### config.mk
export PLATFORM = sky130hd
export DESIGN_NAME = drdy_burst_reader
export DESIGN_NICKNAME = d
export VERILOG_FILES = /design/src/rtl/rdr_pkg.sv /design/src/rtl/rdr_sync.sv /design/src/rtl/rdr_shift_engine.sv /design/src/rtl/rdr_sequencer.sv /design/src/rtl/drdy_burst_reader.sv
export SDC_FILE = /design/constraint.sdc
export NUM_CORES = 1
export LEC_CHECK = 0
export BUFFER_PORTS_ARGS = -buffer_cell sky130_fd_sc_hd__buf_2
export CORE_MARGIN = 2
export CORE_UTILIZATION = 52
export CTS_CLUSTER_SIZE = 25
export DETAILED_ROUTE_END_ITERATION = 6
export PLACE_DENSITY = 0.76
export REMOVE_ABC_BUFFERS = 1
export SLEW_MARGIN = 20
export SYNTH_ARGS = -nofsm -noshare
export SYNTH_HDL_FRONTEND = slang
export SYNTH_SLANG_ARGS = --single-unit
### constraint.sdc
create_clock -name clk -period 2.3 [get_ports clk]
set_clock_uncertainty 0.15 [all_clocks]
set_input_delay 0.23 -clock clk [delete_from_list [all_inputs] [get_ports clk]]
set_output_delay 0.23 -clock clk [all_outputs]
set_load 0.01 [all_outputs]
### src/rtl/rdr_pkg.sv
`timescale 1ns/1ps
package rdr_pkg;

  localparam int unsigned RDR_WORD_W = 24;
  localparam int unsigned RDR_BYTES  = RDR_WORD_W / 8;

  typedef enum logic [2:0] {
    S_IDLE,
    S_LOAD,
    S_WAIT,
    S_PUSH,
    S_GAP,
    S_POLL
  } rdr_state_t;

  // Instruction byte: [7] write, [6:5] byte count - 1, [4] scale select,
  // [3:2] register select, [1:0] first byte index
  function automatic logic [7:0] rdr_instr(input logic wr, input int unsigned nbytes,
                                           input logic [1:0] regsel, input logic [1:0] first);
    logic [1:0] cnt;
    cnt = 2'(nbytes - 1);
    return {wr, cnt, 1'b0, regsel, first};
  endfunction

  localparam logic [7:0] INSTR_CFG = rdr_instr(1'b1, RDR_BYTES, 2'b01, 2'(RDR_BYTES - 1));
  localparam logic [7:0] INSTR_RD  = rdr_instr(1'b0, RDR_BYTES, 2'b00, 2'(RDR_BYTES - 1));

endpackage

### src/rtl/rdr_sync.sv
`timescale 1ns/1ps
module rdr_sync #(
  parameter int unsigned STAGES = 2,
  parameter logic        INIT   = 1'b1
) (
  input  logic clk,
  input  logic rst_n,
  input  logic d,
  output logic q
);
  logic [STAGES-1:0] chain;

  always_ff @(posedge clk or negedge rst_n) begin
    if (!rst_n) chain[0] <= INIT;
    else        chain[0] <= d;
  end

  generate
    for (genvar i = 1; i < STAGES; i++) begin : g_stage
      always_ff @(posedge clk or negedge rst_n) begin
        if (!rst_n) chain[i] <= INIT;
        else        chain[i] <= chain[i-1];
      end
    end
  endgenerate

  assign q = chain[STAGES-1];
endmodule

### src/rtl/rdr_shift_engine.sv
`timescale 1ns/1ps
module rdr_shift_engine #(
  parameter int unsigned HALF = 20,
  parameter int unsigned W    = 8
) (
  input  logic         clk,
  input  logic         rst_n,
  input  logic         go,
  input  logic [W-1:0] tx_byte,
  input  logic         miso,
  output logic         sclk,
  output logic         mosi,
  output logic         byte_done,
  output logic [W-1:0] rx_byte
);
  localparam int unsigned CW = $clog2(HALF) + 1;
  localparam int unsigned BW = (W > 1) ? $clog2(W) : 1;
  localparam logic [CW-1:0] CNT_LAST = CW'(HALF - 1);
  localparam logic [BW-1:0] BIT_LAST = BW'(W - 1);

  logic          active;
  logic [CW-1:0] cnt;
  logic [BW-1:0] bit_idx;
  logic [W-1:0]  tx_sh;
  logic [W-1:0]  rx_sh;

  always_ff @(posedge clk or negedge rst_n) begin
    if (!rst_n) begin
      active    <= 1'b0;
      sclk      <= 1'b0;
      cnt       <= '0;
      bit_idx   <= '0;
      tx_sh     <= '0;
      rx_sh     <= '0;
      byte_done <= 1'b0;
    end else begin
      byte_done <= 1'b0;
      if (!active) begin
        if (go) begin
          active  <= 1'b1;
          tx_sh   <= tx_byte;
          cnt     <= '0;
          bit_idx <= '0;
        end
      end else if (cnt == CNT_LAST) begin
        cnt <= '0;
        if (!sclk) begin
          sclk  <= 1'b1;
          rx_sh <= {rx_sh[W-2:0], miso};
        end else begin
          sclk <= 1'b0;
          if (bit_idx == BIT_LAST) begin
            active    <= 1'b0;
            byte_done <= 1'b1;
          end else begin
            bit_idx <= bit_idx + 1'b1;
            tx_sh   <= {tx_sh[W-2:0], 1'b0};
          end
        end
      end else begin
        cnt <= cnt + 1'b1;
      end
    end
  end

  assign mosi    = tx_sh[W-1];
  assign rx_byte = rx_sh;
endmodule

### src/rtl/rdr_sequencer.sv
`timescale 1ns/1ps
module rdr_sequencer
  import rdr_pkg::*;
#(
  parameter int unsigned ADDR_W = 8,
  parameter int unsigned GAP    = 2
) (
  input  logic                  clk,
  input  logic                  rst_n,
  input  logic                  start,
  input  logic [RDR_WORD_W-1:0] cfg_word,
  input  logic [ADDR_W-1:0]     buf_len,
  input  logic                  drdy_ok,
  input  logic                  eng_done,
  input  logic [7:0]            rx_byte,
  input  logic                  wr_ready,
  output logic                  go,
  output logic [7:0]            tx_byte,
  output logic                  cs_n,
  output logic                  wr_valid,
  output logic [ADDR_W-1:0]     wr_addr,
  output logic [7:0]            wr_data,
  output logic                  busy,
  output logic                  done
);
  localparam int unsigned BCW = $clog2(RDR_BYTES + 1);
  localparam int unsigned GW  = $clog2(GAP + 1);
  localparam logic [BCW-1:0] B_LAST   = BCW'(RDR_BYTES);
  localparam logic [GW-1:0]  GAP_LAST = GW'(GAP - 1);

  rdr_state_t            st;
  logic [BCW-1:0]        bcnt;
  logic                  is_cfg;
  logic [RDR_WORD_W-1:0] cfg_q;
  logic [ADDR_W-1:0]     len_q;
  logic [ADDR_W:0]       ptr;
  logic [GW-1:0]         gap_cnt;

  always_comb begin
    if (bcnt == '0)  tx_byte = is_cfg ? INSTR_CFG : INSTR_RD;
    else if (is_cfg) tx_byte = 8'(cfg_q >> (8 * (RDR_BYTES - int'(bcnt))));
    else             tx_byte = 8'h00;
  end

  always_ff @(posedge clk or negedge rst_n) begin
    if (!rst_n) begin
      st       <= S_IDLE;
      bcnt     <= '0;
      is_cfg   <= 1'b0;
      cfg_q    <= '0;
      len_q    <= '0;
      ptr      <= '0;
      gap_cnt  <= '0;
      go       <= 1'b0;
      cs_n     <= 1'b1;
      wr_valid <= 1'b0;
      wr_addr  <= '0;
      wr_data  <= '0;
      done     <= 1'b0;
    end else begin
      go   <= 1'b0;
      done <= 1'b0;
      case (st)
        S_IDLE: if (start) begin
          cfg_q  <= cfg_word;
          len_q  <= buf_len;
          ptr    <= '0;
          is_cfg <= 1'b1;
          bcnt   <= '0;
          cs_n   <= 1'b0;
          st     <= S_LOAD;
        end
        S_LOAD: begin
          go <= 1'b1;
          st <= S_WAIT;
        end
        S_WAIT: if (eng_done) begin
          if (!is_cfg && bcnt != '0) begin
            wr_valid <= 1'b1;
            wr_data  <= rx_byte;
            wr_addr  <= ptr[ADDR_W-1:0];
            st       <= S_PUSH;
          end else if (bcnt == B_LAST) begin
            cs_n    <= 1'b1;
            gap_cnt <= '0;
            st      <= S_GAP;
          end else begin
            bcnt <= bcnt + 1'b1;
            st   <= S_LOAD;
          end
        end
        S_PUSH: if (wr_ready) begin
          wr_valid <= 1'b0;
          ptr      <= ptr + 1'b1;
          if (bcnt == B_LAST) begin
            cs_n    <= 1'b1;
            gap_cnt <= '0;
            st      <= S_GAP;
          end else begin
            bcnt <= bcnt + 1'b1;
            st   <= S_LOAD;
          end
        end
        S_GAP: begin
          if (gap_cnt == GAP_LAST) begin
            if (is_cfg) begin
              is_cfg <= 1'b0;
              st     <= S_POLL;
            end else if (ptr >= {1'b0, len_q}) begin
              done <= 1'b1;
              st   <= S_IDLE;
            end else begin
              st <= S_POLL;
            end
          end else begin
            gap_cnt <= gap_cnt + 1'b1;
          end
        end
        S_POLL: if (drdy_ok) begin
          cs_n <= 1'b0;
          bcnt <= '0;
          st   <= S_LOAD;
        end
        default: st <= S_IDLE;
      endcase
    end
  end

  assign busy = (st != S_IDLE);
endmodule

### src/rtl/drdy_burst_reader.sv
`timescale 1ns/1ps
module drdy_burst_reader
  import rdr_pkg::*;
#(
  parameter int unsigned CLK_HZ      = 200_000_000,
  parameter int unsigned MAX_BPS     = 5_000_000,
  parameter int unsigned ADDR_W      = 8,
  parameter int unsigned CS_GAP      = 2,
  parameter int unsigned SYNC_STAGES = 2
) (
  input  logic                  clk,
  input  logic                  rst_n,
  input  logic                  start,
  input  logic [RDR_WORD_W-1:0] cfg_word,
  input  logic [ADDR_W-1:0]     buf_len,
  output logic                  busy,
  output logic                  done,
  output logic                  wr_valid,
  input  logic                  wr_ready,
  output logic [ADDR_W-1:0]     wr_addr,
  output logic [7:0]            wr_data,
  input  logic                  drdy_n,
  output logic                  cs_n,
  output logic                  sclk,
  output logic                  mosi,
  input  logic                  miso
);
  localparam int unsigned HALF_DIV = (CLK_HZ + 2 * MAX_BPS - 1) / (2 * MAX_BPS);

  logic       drdy_n_s;
  logic       go;
  logic [7:0] tx_byte;
  logic       eng_done;
  logic [7:0] rx_byte;

  rdr_sync #(.STAGES(SYNC_STAGES), .INIT(1'b1)) u_sync (
    .clk(clk), .rst_n(rst_n), .d(drdy_n), .q(drdy_n_s)
  );

  rdr_shift_engine #(.HALF(HALF_DIV), .W(8)) u_eng (
    .clk(clk), .rst_n(rst_n), .go(go), .tx_byte(tx_byte), .miso(miso),
    .sclk(sclk), .mosi(mosi), .byte_done(eng_done), .rx_byte(rx_byte)
  );

  rdr_sequencer #(.ADDR_W(ADDR_W), .GAP(CS_GAP)) u_seq (
    .clk(clk), .rst_n(rst_n), .start(start), .cfg_word(cfg_word), .buf_len(buf_len),
    .drdy_ok(!drdy_n_s), .eng_done(eng_done), .rx_byte(rx_byte), .wr_ready(wr_ready),
    .go(go), .tx_byte(tx_byte), .cs_n(cs_n), .wr_valid(wr_valid), .wr_addr(wr_addr),
    .wr_data(wr_data), .busy(busy), .done(done)
  );
endmodule

* Word level (Yosys, flattened, before mapping)
Index checks and enable logic that the tools add are counted.
** Word-level totals
- Register bits after elaboration :: 99
- Input bits :: 38
- Output and inout bits :: 22
- Word-level logic and storage cells :: 145
** Cells by class
- Equality and inequality tests :: 20
- $lt $le $gt $ge :: 1
- Shift-type cells :: 1
- Reductions and logical operators :: 23
- Mux-type cells :: 71
- Add/subtract/negate cells :: 6
- Bitwise logic cells :: 1
** Operators by type and width (count)
- 8-bit 2-to-1 mux :: 8
- 3-bit 2-to-1 mux :: 14
- 24-bit by 32-bit right shift with 8-bit output :: 1
- 1-bit 2-to-1 mux :: 26
- 2-bit 2-to-1 mux :: 11
- 6-bit 2-to-1 mux :: 3
- 9-bit 2-to-1 mux :: 2
- 3-bit one-hot mux with 6 select lines :: 1
- 9-bit one-hot mux with 2 select lines :: 1
- 2-bit != test (second input constant) :: 8
- 3-bit AND reduction :: 4
- 5-bit AND reduction :: 2
- 2-bit nonzero test :: 5
- 9-bit by 1-bit adder with 9-bit output (second input constant) :: 1
- 3-bit equality test (second input constant) :: 3
- 9-bit by 8-bit >= comparator with 1-bit output :: 1
- 2-bit one-hot mux with 4 select lines :: 1
- 4-bit AND reduction :: 2
- 6-bit by 1-bit adder with 6-bit output (second input constant) :: 1
- 3-bit by 2-bit equality test with 1-bit output (second input constant) :: 2
- 6-bit by 5-bit equality test with 1-bit output (second input constant) :: 1
- 2-bit by 1-bit != test with 1-bit output (second input constant) :: 3
- 2-bit one-hot mux with 3 select lines :: 1
- 6-bit AND reduction :: 1
- 16 further kinds :: 20

* Longest topological paths before layout
Gate-level depths: netlist of the first run.
- Word-level depth :: 6
- Gate-level depth with buffers :: 9
- Gate-level depth less buffers :: 7

* Cells and area by module
From an unflattened synthesis of the first run, not the netlist that was laid out.
** Unflattened totals
- Cells, all modules :: 404
- Area, all modules :: 4783.3 µm²
** By module, submodules not included
- rdr_sequencer :: cells an instance 293, sequential area each 1727.9 µm², area an instance 3369.5 µm², times used 1
- rdr_shift_engine :: cells an instance 108, sequential area each 700.7 µm², area an instance 1357.6 µm², times used 1
- rdr_sync :: cells an instance 2, sequential area each 52.6 µm², area an instance 52.6 µm², times used 1
- drdy_burst_reader :: cells an instance 1, sequential area each 0.0 µm², area an instance 3.8 µm², times used 1

* Worst setup path before layout of the first run
OpenSTA, ideal clock, no wires.
- Path kind :: register to register
- From :: reg u_seq.bcnt[0]
- To :: reg u_seq.wr_data[2]
- Slack :: -0.072 ns
- Arrival :: 2.098 ns
- Library setup time :: 0.125 ns
- Path buffers :: 2
- Data required time :: 2.025 ns
- Period minus slack after synthesis :: 2.372 ns
- Cell stages (with the launch flop) :: 9
- Cell sequence :: dfrtp_1 -> clkbuf_1 -> inv_1 -> ha_1 -> nor2_1 -> and3_1 -> nand2_1 -> buf_2 -> mux2_2
** Between the ends
- Word-level cells in the longest chain between the ends :: 3
** Ends and longest elaborated chain
- from (decl) :: RTL line rdr_sequencer.sv:32 : logic [BCW-1:0] bcnt;
- from (signal assigned) :: RTL line rdr_sequencer.sv:88 : bcnt <= bcnt + 1'b1;
- from (signal assigned) :: RTL line rdr_sequencer.sv:100 : bcnt <= bcnt + 1'b1;
- 2-bit nonzero test :: RTL line rdr_sequencer.sv:78 : if (!is_cfg && bcnt != '0) begin
- 1-bit logical AND :: RTL line rdr_sequencer.sv:78
- 3-bit AND reduction (no line)
- to (signal assigned) :: RTL line rdr_sequencer.sv:80 : wr_data <= rx_byte;
- to (decl) :: RTL line rdr_sequencer.sv:22 : output logic [7:0] wr_data,
No other way between the ends.
A chain may end at the register's enable or synchronous reset.

* Final worst setup path of the first run
- From :: reg u_seq.st[0]
- To :: reg u_seq.bcnt[1]
** Between the ends
- Word-level cells in the longest chain between the ends :: 3
- Elaborated cells on any way between the ends :: 12
- Classes of those cells :: eq/ne: 8; mux: 1; reduce/logical: 3
** Ends and longest elaborated chain
- from (decl) :: RTL line rdr_sequencer.sv:31 : rdr_state_t st;
- from (signal assigned) :: RTL line rdr_sequencer.sv:47 : st <= S_IDLE;
- from (signal assigned) :: RTL line rdr_sequencer.sv:71 : st <= S_LOAD;
- from (signal assigned) :: RTL line rdr_sequencer.sv:75 : st <= S_WAIT;
- 3-bit by 2-bit equality test with 1-bit output, or another cell as far along :: RTL line rdr_sequencer.sv:63 : case (st)
- 2-bit != test (no line) / 4-bit nonzero test (equally long branches)
- 6-bit AND reduction (no line)
Parallel ways exist; a longest one is shown, timed or not.

==> results of run 1 <==
## per-stage QoR
stage,area (um^2),util (%)
after floorplan,4491,-
after global placement,5074,59.04
after detailed placement,5074,59.04
after CTS,5624,65.45
after global routing,5624,65.45
final,5624,65.45
## area by class of cell
type                            instances  share of cell area, %
Timing Repair Buffer                  108                  14.06
Clock buffer                           10                  2.447
Inverter                               13                 0.8676
Clock inverter                          6                  1.112
Multi-Input combinational cell        268                  34.99
Sequential cell                        99                  44.12
Tap cell                              108                  2.403
## logic make-up after synthesis
family	Yosys count	share of synthesized area, %
AND/OR/NAND/NOR	112	12.16
multiplexers	59	14.38
adder cells (fa/ha/maj)	15	4.116
buffers and inverters	29	2.580
XOR/XNOR	10	1.921
flip-flops	99	54.42
AO/OA/AOI/OAI	72	10.43
## state kept, by name, summed over array words and instances (netlist names), 2 cells and up
signal         count
u_seq.cfg_q       24
u_eng.rx_byte      8
u_eng.bit_idx      3
u_eng.cnt          6
u_seq.ptr          9
u_seq.bcnt         2
u_seq.wr_addr      8
u_seq.len_q        8
u_seq.gap_cnt      2
u_eng.tx_sh        8
u_seq.wr_data      8
u_seq.st           3
## what timing repair did
action	4_1_cts	5_1_grt
setup endpoints to repair	0	0
setup buffers	0	0
gates resized for setup	0	0
hold endpoints to repair	70	0
hold buffers	35	0
## cell usage in the layout, fill, tap and decap left out, types with 5 or more instances in the layout
| master | netlist | final |
|---|---|---|
| a22oi_1 | 5 | 5 |
| ha_1 | 15 | 15 |
| dfrtp_1 | 96 | 96 |
| o21ai_0 | 31 | 31 |
| mux2_2 | 52 | 52 |
| buf_2 | 7 | 58 |
| xor2_1 | 7 | 7 |
| o2bb2ai_1 | 5 | 5 |
| dlygate4sd3_1 | 0 | 35 |
| mux2i_1 | 7 | 7 |
| a21oi_1 | 13 | 13 |
| nand3_1 | 10 | 10 |
| inv_1 | 13 | 13 |
| nor2_1 | 26 | 25 |
| nand2_1 | 41 | 41 |
| buf_4 | 0 | 12 |
| nor2b_1 | 7 | 7 |
| clkbuf_8 | 0 | 10 |
## metal layers
| metal | global-route usage, % | up-vias | wire length [um] |
|---|---|---|---|
| met5 | 0 | - | 0 |
| met4 | 8.120 | 0 | 195 |
| met3 | 3.741 | 15 | 317 |
| met2 | 32.36 | 65 | 4410 |
| met1 | 29.04 | 1607 | 4340 |
| li1 | - | 1610 | - |
## critical path, stage by stage (launching register included)
cell     delay [ps]
dfrtp_1         430
buf_4           200
and2b_1         200
a32oi_1         310
and4_1          370
a21oi_1         100
a31o_2          220
## report_power, final
| part | switching (uW) | internal, uW |
|---|---|---|
| sequential | 350 | 2240 |
| combinational | 999 | 952 |
| clock | 605 | 535 |
| total | 1950 | 3730 |
## final timing paths
| check | startpoint | end | slack [ps] | cells after the start |
|---|---|---|---|---|
| min | wr_ready | u_seq.ptr[0] | 110 | 3 |
| max | u_seq.st[0] | u_seq.bcnt[1] | 230 | 6 |
| max in group asynchronous | rst_n | u_seq.cfg_q[10] | 1150 | 3 |
| max reg2reg | u_seq.st[0] | u_seq.bcnt[1] | 230 | 6 |
| min in group asynchronous | rst_n | u_seq.wr_data[5] | 230 | 2 |
| min reg2reg | u_sync.chain[0] | u_sync.q | 220 | 0 |
==> key figures, run 1 <==
Setup path
  • Kind of critical path: reg -> reg
  • Crit path capture type: register
  • Startpoint Class: register
  • WP data required: 2420 ps
  • CP max FO: 11
  • Critical path arrival: 2180 ps

Route
  • DR WL/cell: 15.14 um
  • Initial DRC Count: 227
  • Vias: 3,297
  • Initial DRT Pass Iterations: 4
  • DRC Markers: 0
  • Post-route antenna net violation count: 0
  • Via density: 5.387
  • Final WL: 9263 um

Timing
  • Rel. slew slack: 63.77%
  • Final WS setup: 233.9 ps
  • Tightest Pin Transition: 543.5 ps
  • Final period util: 89.83%
  • Period minus WS final: 2066 ps
  • Pins over their slew limit: 0
  • Final hold vios: 0
  • Final setup fails: 0
  • Setup_tns: 0 ps
  • Fin Hold WS: 108.7 ps
  • Fmax: 484.0 MHz
  • Unrepaired setup endpoints after global routing: false

Floorplanning
  • Core area: 8593 um^2
  • Cell Rows: 34
  • DIE HEIGHT: 97.64 um
  • Starting Density: 53.06%
  • Chip width: 97.64 um
  • Die Area: 9533 um^2
  • I/O pin count: 60

Synthesis
  • Ys async rst share: 100.0%
  • Post-synth top flop: dfrtp_1
  • Count leader, synth: dfrtp_1
  • Mean Syn Cell Area: 11.51 um^2
  • Yosys top cell by area: dfrtp_1
  • Cell area after synthesis: 4559 um^2
  • Count of flip-flops with a built-in enable after synthesis: 0
  • Synth unique cells: 46
  • Sequential area share after synthesis: 54.42%
  • Mapped Cells: 396
  • Synth Register Bits: 99
  • Number of synthesis warnings: 0
  • Share of the synthesized area in the top cell type: 52.69%
  • Synth cell count leaders: dfrtp_1, mux2_2, nand2_1
  • Synth top area cells: dfrtp_1, mux2_2, ha_1, o21ai_0, nand2_1

Placement
  • I/O Buffers: 59
  • Post-DP HPWL: 6303 um
  • RePlAce Congestion: 0.8585
  • Place WS: 269.0 ps
  • Placed insts: 561

GRT
  • Vias in the first global route: 3,331
  • Largest net degree at the start of global routing: 43
  • Total grt overflow: 0
  • All-Layer GR Usage: 20.74%
  • First-pass GRT wire length: 15,850 um
  • Initial antenna violation count: 0

Status
  • Status: completed

Clocking
  • Skew-Pair Late Insertion Delay: 370 ps
  • Clk sinks: 99
  • Clock buffer count from CTS: 9
  • CTS tree: done
  • Clock tree root buffer cell: clkbuf_8
  • Clock transition at path regs: 100 ps
  • Longest Clk Path Bufs: 2
  • H-tree depth: 3

Final layout
  • P&R area growth vs syn: 23.35%
  • Sequential cell area: 2481 um^2
  • Layout Cells excl Fill: 612
  • Area of the multi-input gates: 1968 um^2
  • N_diodes: 0
  • NumNets Final: 552
  • Layout cells sized above 1: 30.16%
  • Final-layout fill cell count: 679

Run
  • Max-cap viol count: 0

Power
  • Pwr dens: 1011 nW/um^2
  • Worst vdd ir: 0.0006455 V
  • Lkg Pwr: 0.002666 uW
  • Total power: 5685 uW

Worst hold path
  • Hold WC Path Type: in -> reg
Power figures use the tool's default switching activity.
==> run 2, diff against run 1 <==
Settings changed: CTS_CLUSTER_DIAMETER from default to 40, PLACE_DENSITY 0.76 to default, PLACE_DENSITY_LB_ADDON from default to 0.12.
==> run 2 against run 1 <==
Global-route usage down 0.64 points. Hold slack better by 45 ps. Flip-flop and latch count unchanged. Combinational power about the same. Via count down 1.5%. Sequential power about the same. Cell count unchanged.
==> key figures, run 2 (synthesis gave the netlist of run 1 again) <==
Clocking
  • Longest Clk Path Bufs: 2 (unchanged)
  • Clock transition at path regs: 100 ps (about the same)
  • Clock buffer count from CTS: 9 (unchanged)
  • CTS tree: done
  • Post-CTS sizing: 0 (unchanged)
  • Skew-Pair Late Insertion Delay: 350 ps (-20 ps)
  • H-tree depth: 3 (unchanged)
  • Clock tree root buffer cell: clkbuf_8
  • Clk sinks: 99 (unchanged)
  • Post-CTS repair timing setup buffer count: 0 (unchanged)
  • Hold Buf Count CTS: 35 (unchanged)

Timing
  • Period minus WS final: 2077 ps (+10.55 ps)
  • Rel. slew slack: 62.03% (-1.7 points)
  • Final setup fails: 0 (unchanged)
  • Final period util: 90.29% (+0.46 points)
  • Setup_tns: 0 ps (unchanged)
  • Unrepaired setup endpoints after global routing: false
  • Tightest Pin Transition: 563.5 ps (+20.07 ps)
  • Fmax: 481.5 MHz (-0.51%)
  • Pins over their slew limit: 0 (unchanged)
  • Final hold vios: 0 (unchanged)

Final layout
  • Top flop regs: u_seq.cfg_q: 24 flops, u_seq.ptr: 9 flops
  • Commonest cells after routing, fill and taps aside: dfrtp_1, buf_2, mux2_2
  • Register with the highest flop count: u_seq.cfg_q
  • P&R area growth vs syn: 22.89%
  • Layout Cells excl Fill: 612 (unchanged)
  • Most common cell after layout, fill and taps aside: dfrtp_1
  • Largest register FFs: 24 (unchanged)
  • Design area: 5603 um^2 (-0.38%)
  • Final core utilization: 65.20% (-0.25 points)
  • NumNets Final: 552 (unchanged)
  • N_diodes: 0 (unchanged)
  • Layout cells sized above 1: 30.16% (unchanged)

GRT
  • Largest net degree at the start of global routing: 49 (+14%)
  • Total grt overflow: 0 (unchanged)
  • Vias in the first global route: 3,276 (-1.7%)
  • All-Layer GR Usage: 20.10% (-0.64 points)
  • Initial antenna violation count: 0 (unchanged)
  • First-pass GRT wire length: 15,590 um (-1.6%)

Placement
  • RePlAce Congestion: 0.9053 (+5.5%)
  • Placed insts: 561 (unchanged)
  • Post-Place Cell Area: 5074 um^2 (unchanged)
  • I/O Buffers: 59 (unchanged)
  • Post-DP HPWL: 6153 um (-2.4%)

Floorplanning
  • Chip width: 97.64 um (unchanged)
  • DIE HEIGHT: 97.64 um (unchanged)
  • Starting Density: 53.06% (unchanged)
  • Die Area: 9533 um^2 (unchanged)
  • Core area: 8593 um^2 (unchanged)
  • I/O pin count: 60 (unchanged)
  • Cell Rows: 34 (unchanged)

Setup path
  • Kind of critical path: reg -> reg
  • Worst Setup SP: u_seq.st[0]
  • CP max FO: 10 (-1)
  • Reg-to-reg critical path startpoint: u_seq.st[0]
  • Crit path capture type: register
  • WP data required: 2390 ps (-30 ps)
  • R2R cell count: 6 (unchanged)
  • Critical path arrival: 2170 ps (about the same)
  • Startpoint Class: register

Route
  • Initial DRT Pass Iterations: 6 (+2)
  • DR WL/cell: 14.77 um (-2.4%)
  • Vias: 3,246 (-1.5%)
  • Via density: 5.304 (-1.5%)
  • Post-route antenna net violation count: 0 (unchanged)
  • DRC Markers: 0 (unchanged)
  • Final WL: 9039 um (-2.4%)
  • Initial DRC Count: 126 (-44%)

Worst hold path
  • Hold WC Path Type: in -> reg
  • Hold depth: 3 (unchanged)
  • Worst hold start: wr_ready

Power
  • Worst vdd ir: 0.0005323 V (-18%)
  • Pwr dens: 989.3 nW/um^2 (-2.1%)
  • Lkg Pwr: 0.002655 uW (-0.43%)
  • Total power: 5543 uW (-2.5%)

Status
  • Status: completed

Run
  • Max-cap viol count: 0 (unchanged)
==> run 2: cell count changes in the layout (fill, tap and decap cells not counted), sizes merged <==
cell,previous run,this run
clkinv,3,6
bufinv,1,0
inv,15,13
==> run 2: path summary, 6_finish.rpt <==
| kind | end | slack (ps) |
|---|---|---|
| setup / recovery | u_seq.bcnt[0] | 220 |
| hold / removal | u_seq.ptr[0] | 150 |
| setup reg to reg | u_seq.bcnt[0] | 220 |
| hold reg to reg | u_sync.q | 210 |
| max in group asynchronous | u_seq.cs_n | 1070 |
| min in group asynchronous | u_seq.wr_addr[5] | 240 |
==> run 2: power breakdown <==
group | switching, uW | internal (uW)
combinational | 993 | 963
sequential | 334 | 2240
clock | 587 | 423
total | 1910 | 3630
==> run 2: cell type report <==
class	count	area, um^2
Timing Repair Buffer	108	790.8
Multi-Input combinational cell	268	1968
Fill cell	688	2990
Clock buffer	10	137.6
Clock inverter	6	41.29
Inverter	13	48.80
Sequential cell	99	2481
Tap cell	108	135.1
==> run 2: layer usage <==
| metal | GRT usage, % | part of all wire (%) | vias to the layer above |
|---|---|---|---|
| met4 | 6.838 | 1.5 | 0 |
| met2 | 32.68 | 48 | 64 |
| li1 | - | - | 1607 |
| met3 | 3.381 | 3.2 | 12 |
| met1 | 27.55 | 47 | 1563 |
| met5 | 0 | 0 | - |
==> run 2: through the flow <==
stage               hold slack (ps)  worst slack, ps
global placement              87.24            322.9
global route                  148.4            36.49
finish                        153.3            223.3
CTS                           129.3            248.7
detailed placement            96.25            267.1
floorplan                    -215.6            -1113
==> run 2: critical path: stages, from the launching register on <==
cell and delay, ps:
dfrtp_1 460, buf_4 200, and2b_1 200, a32oi_1 300, and4_1 360, a21oi_1 90
a31o_2 210
==> run 3, diff against run 2 <==
==> constraint.sdc (replaced) <==
create_clock -name clk -period 2.3 [get_ports clk]
set_clock_uncertainty 0.15 [all_clocks]
set_input_delay 0.345 -clock clk [delete_from_list [all_inputs] [get_ports clk]]
set_output_delay 0.345 -clock clk [all_outputs]
set_load 0.01 [all_outputs]
==> run 3 against run 2 <==
Sequential share of layout area grew 2.8 points. Clock power hardly changed. Wire length decreased by 6.6%. Cell count decreased by 5.2%. Flip-flop and latch count stayed put. Largest power group unchanged.
==> key figures, run 3 (synthesis gave the netlist of run 1 again) <==
Setup path
  • Kind of critical path: reg -> reg
  • Startpoint Class: register
  • RR Endpoint: u_seq.bcnt[1]
  • CP max FO: 10 (unchanged)
  • Reg-to-reg critical path startpoint: u_seq.st[1]
  • Critical path arrival: 2180 ps (about the same)
  • Slack of the worst reg-to-reg path: 220 ps (about the same)
  • WP data required: 2400 ps (about the same)
  • R2R cell count: 6 (unchanged)
  • Crit path capture type: register

Final layout
  • NumNets Final: 520 (-5.8%)
  • Top flop regs: u_seq.cfg_q: 24 flops, u_seq.ptr: 9 flops
  • Largest register FFs: 24 (unchanged)
  • P&R area growth vs syn: 15.61%
  • N_diodes: 0 (unchanged)
  • Layout cells sized above 1: 31.99% (+1.8 points)
  • Most common cell after layout, fill and taps aside: dfrtp_1
  • Register with the highest flop count: u_seq.cfg_q
  • Commonest cells after routing, fill and taps aside: dfrtp_1, buf_2, mux2_2

Timing
  • Final hold vios: 0 (unchanged)
  • Final setup fails: 0 (unchanged)
  • Final period util: 90.52% (+0.23 points)
  • Setup_tns: 0 ps (unchanged)
  • Tightest Pin Transition: 516.2 ps (-47.36 ps)
  • Fmax: 480.3 MHz (-0.26%)
  • Pins over their slew limit: 0 (unchanged)
  • Final WS setup: 217.9 ps (-5.391 ps)
  • Rel. slew slack: 65.52% (+3.5 points)
  • Period minus WS final: 2082 ps (+5.391 ps)
  • Unrepaired setup endpoints after global routing: false

GRT
  • First-pass GRT wire length: 14,570 um (-6.6%)
  • Largest net degree at the start of global routing: 66 (+35%)
  • Vias in the first global route: 3,055 (-6.7%)
  • All-Layer GR Usage: 18.96% (-1.1 points)
  • Initial antenna violation count: 0 (unchanged)
  • Total grt overflow: 0 (unchanged)

Clocking
  • Clock buffer count from CTS: 9 (unchanged)
  • Post-CTS repair timing setup buffer count: 0 (unchanged)
  • Longest Clk Path Bufs: 2 (unchanged)
  • Clk sinks: 99 (unchanged)
  • Skew-Pair Late Insertion Delay: 360 ps (about the same)
  • Clock tree root buffer cell: clkbuf_8
  • CTS tree: done
  • Clock transition at path regs: 90 ps (about the same)
  • H-tree depth: 3 (unchanged)

Route
  • Initial DRT Pass Iterations: 4 (-2)
  • Vias: 3,095 (-4.7%)
  • DR WL/cell: 14.56 um (-1.4%)
  • DRC Markers: 0 (unchanged)
  • Post-route antenna net violation count: 0 (unchanged)
  • Initial DRC Count: 209 (+66%)
  • Final WL: 8444 um (-6.6%)
  • Via density: 5.336 (+0.61%)

Power
  • Pwr dens: 1040 nW/um^2 (+5.2%)
  • Worst vdd ir: 0.0006283 V (+18%)
  • Lkg Pwr: 0.002510 uW (-5.5%)

Floorplanning
  • Chip width: 97.64 um (unchanged)
  • Starting Density: 53.06% (unchanged)
  • Cell Rows: 34 (unchanged)
  • Core area: 8593 um^2 (unchanged)
  • I/O pin count: 60 (unchanged)
  • Die Area: 9533 um^2 (unchanged)
  • DIE HEIGHT: 97.64 um (unchanged)

Placement
  • I/O Buffers: 59 (unchanged)
  • Post-DP HPWL: 6000 um (-2.5%)
  • RePlAce Congestion: 0.8111 (-10%)
  • Place WS: 242.6 ps (-24.52 ps)

Run
  • Max-cap viol count: 0 (unchanged)

Worst hold path
  • Worst Hold Endpoint: u_seq.len_q[4]
  • Hold WC Path Type: in -> reg
  • Worst hold start: buf_len[4]
  • Hold depth: 3 (unchanged)

Status
  • Status: completed
## run 3: per-layer routing
| metal | GRT usage (%) | wire length (um) |
|---|---|---|
| met1 | 26.64 | 4172 |
| met2 | 29.92 | 3841 |
| met3 | 3.741 | 323 |
| met4 | 6.090 | 107 |
| met5 | 0 | 0 |
## run 3: area by class of cell
cell class                      count  area, um^2
Clock buffer                       11       131.4
Timing Repair Buffer               76       467.9
Sequential cell                    99        2481
Tap cell                          108       135.1
Fill cell                         710        3322
Clock inverter                      5       38.79
Inverter                           13       48.80
Multi-Input combinational cell    268        1968
## run 3: how the worst max path moves through the flow
stage / to / cells past startpoint / slack, ps / startpoint
2_1_floorplan: u_seq.ptr[2] / 4 / -1110 / u_seq.st[2]
3_3_place_gp: u_seq.ptr[8] / 6 / 290 / start
3_5_place_dp: u_seq.bcnt[1] / 6 / 240 / u_seq.st[1]
4_1_cts: u_seq.bcnt[1] / 6 / 230 / u_seq.st[1]
5_1_grt: u_seq.st[2] / 5 / 50 / u_seq.st[1]
6_report: u_seq.bcnt[1] / 6 / 220 / u_seq.st[1]
## run 3: report_power, final
group / leakage [uW] / internal, uW / switching (uW) / total (uW)
logic: 0.00116 / 937 / 964 / 1900
clock network: 0.0000839 / 401 / 597 / 998
registers: 0.00127 / 2240 / 343 / 2590
total: 0.00251 / 3580 / 1900 / 5480
## run 3: what timing repair did
| item | in CTS | in global routing |
|---|---|---|
| endpoints found under the hold margin | 34 | 0 |
| hold buffers | 2 | 0 |
| resized for setup | 0 | 0 |
## run 3: critical path, stage by stage, from the launching register on
cell,delay (ps)
dfrtp_1,440
buf_4,190
and2b_1,210
a32oi_1,290
and4_1,380
a21oi_1,100
a31o_2,210
## run 3: per-stage QoR
stage,util (%),area [um^2],total power [uW],hold slack (ps),cells
after global placement,59.13,5081,4454,167.5,562
final,61.34,5271,5484,35.28,580
after detailed placement,59.13,5081,4534,175.4,562
after floorplan,-,4491,3895,-100.6,380
after global routing,61.34,5271,5928,44.06,580
after CTS,61.34,5271,5546,24.67,580
